===== src/rtl/hyp_pkg.sv =====
package hyp_pkg;

    typedef enum logic [2:0] {
        ST_IDLE = 3'd0,
        ST_ABS  = 3'd1,
        ST_BIG  = 3'd2,
        ST_SUB  = 3'd3,
        ST_ADD  = 3'd4,
        ST_FIN  = 3'd5,
        ST_OUT  = 3'd6
    } hyp_state_e;

endpackage


===== src/rtl/hyp_absval.sv =====
module hyp_absval #(
    parameter int IN_W = 16
) (
    input  logic signed [IN_W-1:0] val_i,
    output logic        [IN_W:0]   mag_o
);
    logic signed [IN_W:0] ext_w;

    always_comb begin
        ext_w = {val_i[IN_W-1], val_i};
        mag_o = ext_w[IN_W] ? IN_W'(0) - ext_w : ext_w;
    end
endmodule


===== src/rtl/hyp_maxmin.sv =====
module hyp_maxmin #(
    parameter int W = 17
) (
    input  logic [W-1:0] p_i,
    input  logic [W-1:0] q_i,
    input  logic         pick_max_i,
    output logic [W-1:0] y_o
);
    logic p_ge_q_w;

    always_comb begin
        p_ge_q_w = (p_i >= q_i);
        y_o      = (p_ge_q_w == pick_max_i) ? p_i : q_i;
    end
endmodule


===== src/rtl/hyp_alu.sv =====
module hyp_alu #(
    parameter int W = 17
) (
    input  logic [W-1:0] p_i,
    input  logic [W-1:0] q_i,
    input  logic         sub_i,
    output logic [W-1:0] y_o
);
    always_comb begin
        y_o = sub_i ? (p_i - q_i) : (p_i + q_i);
    end
endmodule


===== src/rtl/hypot_approx.sv =====
module hypot_approx #(
    parameter int DATA_W    = 16,
    parameter int SHIFT_BIG = 3,
    parameter int SHIFT_SML = 1
) (
    input  logic                clk_i,
    input  logic                rst_i,
    input  logic                start_i,
    input  logic [DATA_W-1:0]   a_i,
    input  logic [DATA_W-1:0]   b_i,
    output logic [DATA_W:0]     result_o,
    output logic                done_o
);
    import hyp_pkg::*;

    localparam int MAG_W = DATA_W + 1;
    localparam int N_ABS = 2;

    typedef struct packed {
        hyp_state_e         state;
        logic [DATA_W-1:0]  a;
        logic [DATA_W-1:0]  b;
        logic [MAG_W-1:0]   t1;
        logic [MAG_W-1:0]   t2;
        logic [MAG_W-1:0]   x;
        logic [MAG_W-1:0]   y;
        logic [MAG_W-1:0]   acc;
        logic [MAG_W-1:0]   res;
        logic               done;
    } hyp_regs_t;

    hyp_regs_t r_d, r_q;

    logic [DATA_W-1:0] abs_in_w  [N_ABS];
    logic [MAG_W-1:0]  abs_out_w [N_ABS];

    logic [MAG_W-1:0]  mm_p_w, mm_q_w, mm_y_w;
    logic              mm_max_w;
    logic [MAG_W-1:0]  alu_p_w, alu_q_w, alu_y_w;
    logic              alu_sub_w;
    logic [MAG_W-1:0]  x_mag_w;

    assign abs_in_w[0] = r_q.a;
    assign abs_in_w[1] = r_q.b;

    for (genvar g = 0; g < N_ABS; g++) begin : g_abs
        hyp_absval #(.IN_W(DATA_W)) i_abs (
            .val_i (abs_in_w[g]),
            .mag_o (abs_out_w[g])
        );
    end

    hyp_maxmin #(.W(MAG_W)) i_maxmin (
        .p_i        (mm_p_w),
        .q_i        (mm_q_w),
        .pick_max_i (mm_max_w),
        .y_o        (mm_y_w)
    );

    hyp_alu #(.W(MAG_W)) i_alu (
        .p_i   (alu_p_w),
        .q_i   (alu_q_w),
        .sub_i (alu_sub_w),
        .y_o   (alu_y_w)
    );

    // Operand steering for the shared units, selected by the current state.
    always_comb begin
        mm_p_w    = r_q.t1;
        mm_q_w    = r_q.t2;
        mm_max_w  = 1'b1;
        alu_p_w   = r_q.x;
        alu_q_w   = r_q.x >> SHIFT_BIG;
        alu_sub_w = 1'b1;
        unique case (r_q.state)
            ST_SUB: mm_max_w = 1'b0;
            ST_ADD: begin
                alu_p_w   = r_q.y >> SHIFT_SML;
                alu_q_w   = r_q.acc;
                alu_sub_w = 1'b0;
            end
            ST_FIN: begin
                mm_p_w = r_q.acc;
                mm_q_w = r_q.x;
            end
            default: ;
        endcase
    end

    always_comb begin
        r_d      = r_q;
        r_d.done = 1'b0;
        r_d.res  = '0;
        unique case (r_q.state)
            ST_IDLE: if (start_i) begin
                r_d.a     = a_i;
                r_d.b     = b_i;
                r_d.state = ST_ABS;
            end
            ST_ABS: begin
                r_d.t1    = abs_out_w[0];
                r_d.t2    = abs_out_w[1];
                r_d.state = ST_BIG;
            end
            ST_BIG: begin
                r_d.x     = mm_y_w;
                r_d.state = ST_SUB;
            end
            ST_SUB: begin
                r_d.y     = mm_y_w;
                r_d.acc   = alu_y_w;
                r_d.state = ST_ADD;
            end
            ST_ADD: begin
                r_d.acc   = alu_y_w;
                r_d.state = ST_FIN;
            end
            ST_FIN: begin
                r_d.res   = mm_y_w;
                r_d.done  = 1'b1;
                r_d.state = ST_OUT;
            end
            ST_OUT:  r_d.state = ST_IDLE;
            default: r_d.state = ST_IDLE;
        endcase
    end

    always_ff @(posedge clk_i) begin
        if (rst_i) begin
            r_q       <= '0;
            r_q.state <= ST_IDLE;
        end else begin
            r_q <= r_d;
        end
    end

    assign x_mag_w  = r_q.x;
    assign result_o = r_q.res;
    assign done_o   = r_q.done;

endmodule


===== config.mk =====
export PLATFORM = sky130hd
export DESIGN_NAME = hypot_approx
export DESIGN_NICKNAME = d
export VERILOG_FILES = /design/src/rtl/hyp_pkg.sv /design/src/rtl/hyp_absval.sv /design/src/rtl/hyp_maxmin.sv /design/src/rtl/hyp_alu.sv /design/src/rtl/hypot_approx.sv
export SDC_FILE = /design/constraint.sdc
export NUM_CORES = 1
export LEC_CHECK = 0
export BUFFER_PORTS_ARGS = -buffer_cell sky130_fd_sc_hd__buf_4
export CORE_MARGIN = 3
export CORE_UTILIZATION = 54
export DETAILED_ROUTE_END_ITERATION = 12
export PLACE_DENSITY = 0.75
export SLEW_MARGIN = 25
export SYNTH_ARGS = -nofsm -noshare
export SYNTH_HDL_FRONTEND = slang
export SYNTH_SLANG_ARGS = --single-unit

===== constraint.sdc =====
create_clock -name clk_i -period 4.2 [get_ports clk_i]
set_input_delay 0.21 -clock clk_i [delete_from_list [all_inputs] [get_ports clk_i]]
set_output_delay 0.21 -clock clk_i [all_outputs]
set_load 0.03 [all_outputs]

==> impl_results.md <==
* Mapped Cells at 1065
* Sequential power share at a little over a third
* Num CTS Buffers at 17
* Final Critical Period at 4110 ps
* Psw at 1.39 mW
* Clk root buf: clkbuf_16
* Most frequent CP cell: ha_2
* Max Freq at 0.244 GHz
* Total die area at about 17000 um^2
* CP Data Required Time at ~4500 ps
* # clock sinks at 137
* # IOs at 53
* Synthesis-to-finish area growth at 15.1%
* MaxCap Viol Count at 0
* WP data arrival at 4430 ps
* Gr usage total at between 20% and 30%
* CP bufs+invs at 1
* Starting Density at 56.4%
* Final Cycle Share at 97.8%
* Clock power share at 37.0%
* Worst Skew at between 10 and 15 ps
* Drt first pass iters at 6
* Die width at around 130 um
* Final Hold Viols at 0
* Vias in the first global route at roughly 7300
* Gate power share at 28.0%
* Worst slew pin tran at 744 ps
* Final Non-Filler Cells at between 1000 and 1500
* Critical path launch point type: register
* GP Congestion at 0.938
* Final Setup Violations at 0
* Drt via density at 6.12
* RSZ-0062 raised after global routing: true
* Top cell type by total area after synthesis: dfxtp_1
* Diodes inserted at 0
* First-pass GRT wire length at 36500 um
* Vias at 7858
* Fin nets at 1160
* Slowest CP cell: or3b_4
* Antenna violations before repair at 0
* Hold WC Path Type: in2reg
* Top cells by area, synth: dfxtp_1 33%, nand2_1 9.9%, a21oi_1 5.6%, ha_1 5.4%, a211oi_1 4.5%
* Post-synthesis cell area at 8360 um^2
* Sequential-to-total area share from yosys stat at 32.8%
* Drt initial violations at 675
* Power, Total at just over 4 mW
* #FFs+latches synth at 137
* Worst path max stage delay at 400 ps
* CORE AREA at 14800 um^2
* Synth Flop Type: dfxtp_1
* Ys async rst share at 0%
* Maximum VDD drop at roughly 310 uV
* Fin. max-slew vios at 0
* Syn avg cell area at 7.85 um^2
* Yosys top cell area share at 32.8%
* CTS tree: yes
* Leakage at approximately 3.8 nW
* Clock slew at reported path FFs at about 60 ps
* Avg WL per Cell at 17.5 um
* Max FO, Critical Path at 4
* Synth cell types at 63
* Worst-path cell chain: nor3b_4 -> mux2i_1 -> ha_2 -> or3b_4 -> or3_4 -> a21boi_2 -> xor2_1 -> a21oi_1 -> ha_2 -> o21ai_2 -> o21bai_2 -> buf_4 -> o21a_4 -> a2111oi_4 -> nor2_1 -> o211a_1
* Status: finished clean
* DRT antenna net count at 0
* PD cells at 430 nW/um^2
* Fill count at 1300
* CTS Buffer Depth at 2
* Yosys warns at 0
* Most common library cells after synthesis: 220 x nand2_1, 137 x dfxtp_1, 94 x a21oi_1
* Critical path class: reg2reg
* Family with the most delay on the worst path: compound AO/OA/AOI/OAI gates
* Int Pwr at about 2.7 mW
* Gr ovfl total at 0
* Detailed Route WL at 22400 um
* Switching Share at 33.6%
* Port buffer count at 52
* Cell with the most instances after synthesis: nand2_1
* Die Ht at about 130 um
* Share of layout cells above drive strength 1 at 17.4%
* Largest net degree at the start of global routing at 58
* Worst skew pair latency at 430 ps
* EDFF count, synth at 0
* Num rows at between 40 and 50
* Syn Nets at 1137
* DP Cell Count at 1247
* Rel. slew slack at 50.3%
* Drt drc at 0
* Crit end category: register
* Final Cell Area at about 9600 um^2
* Dpl hpwl at around 16000 um
* # H-tree levels at 4
* Area after DPL at 8900 um^2
## final timing paths
path	depth (start not counted)	start	end	slack, ps
max	16	r_q[135]	r_q[34]	90
min	3	a_i[12]	abs_in_w[28]	20
min reg2reg	2	r_q[69]	r_q[69]	460
max reg2reg	16	r_q[135]	r_q[34]	90
## layer usage
| metal | wire length [um] | vias to the layer above | track usage, % | share of wire (%) |
|---|---|---|---|---|
| li1 | - | 3861 | - | - |
| met1 | 9860 | 3657 | 35.8 | 44 |
| met2 | 10600 | 290 | 43.3 | 47 |
| met3 | 1430 | 50 | 4.59 | 6.4 |
| met4 | 570 | 0 | 10.7 | 2.5 |
| met5 | 0 | - | 0 | 0 |
## power by group through the flow
stage               combinational [mW]  clock, mW  sequential (mW)
finish                            1.16       1.53             1.45
global route                      1.28       1.61             1.46
CTS                               1.12       1.55             1.45
detailed placement                1.11          0             1.47
global placement                  1.08          0             1.47
floorplan                        0.833          0             1.44
## flip-flops by register name (all words and copies together), names as in the netlist
| name | cells |
|---|---|
| abs_in_w | 32 |
| result_o | 17 |
| done_o | 1 |
| x_mag_w | 17 |
| r_q | 70 |
## worst min-delay path, stage by stage
cell,delay (ps)
buf_4,110
nand2_1,40
a21oi_1,50
## final cells by class
| type | count | area [um^2] | share of cell area [%] |
|---|---|---|---|
| clock buffers | 18 | 429 | 4.46 |
| clock inverters | 14 | 171 | 1.78 |
| inverters | 26 | 97.6 | 1.01 |
| multi-input cells | 811 | 5210 | 54.2 |
| flip-flops and latches | 137 | 2750 | 28.5 |
| well taps | 184 | 230 | 2.39 |
| repair buffers | 95 | 733 | 7.62 |
## logic make-up after synthesis
family,Yosys count,share of synthesized area (%)
flip-flops,137,32.8
AO/OA/AOI/OAI,288,23.7
multiplexers,40,5.27
XOR/XNOR,44,4.61
buffers and inverters,117,6.35
adder cells (fa/ha/maj),37,5.63
AND/OR/NAND/NOR,402,21.6
## layout by cell type, fill, tap and decap left out, drive strengths merged, types with 25 or more instances in the layout
master  Yosys  final
a21oi      96     96
xor2       33     33
a211oi     51     51
nor2       73     73
o21ai      25     25
buf        33     95
inv        26     29
nor3       25     25
ha         36     36
nand2     220    220
mux2       32     32
dfxtp     137    137
## through the flow
| step | hold slack [ps] | utilization (%) | setup TNS (ps) | worst slack [ps] |
|---|---|---|---|---|
| 2_1_floorplan | 346 | - | -16.4 | -16.4 |
| 3_3_place_gp | 447 | 59.9 | 0 | 135 |
| 3_5_place_dp | 450 | 60.1 | 0 | 0.368 |
| 4_1_cts | 14.9 | 64.3 | 0 | 7.91 |
| 5_1_grt | 22.3 | 64.9 | -267 | -90.0 |
| 6_report | 20.8 | 64.9 | 0 | 93.7 |
## timing repair
item                       in CTS  in global routing
setup endpoints to repair       2                  8
pin swaps                       5                 12
resized for setup               2                 19
hold buffers                    0                  0
buffers inserted                2                  4
No activity file was read; power rests on OpenSTA's default activity.
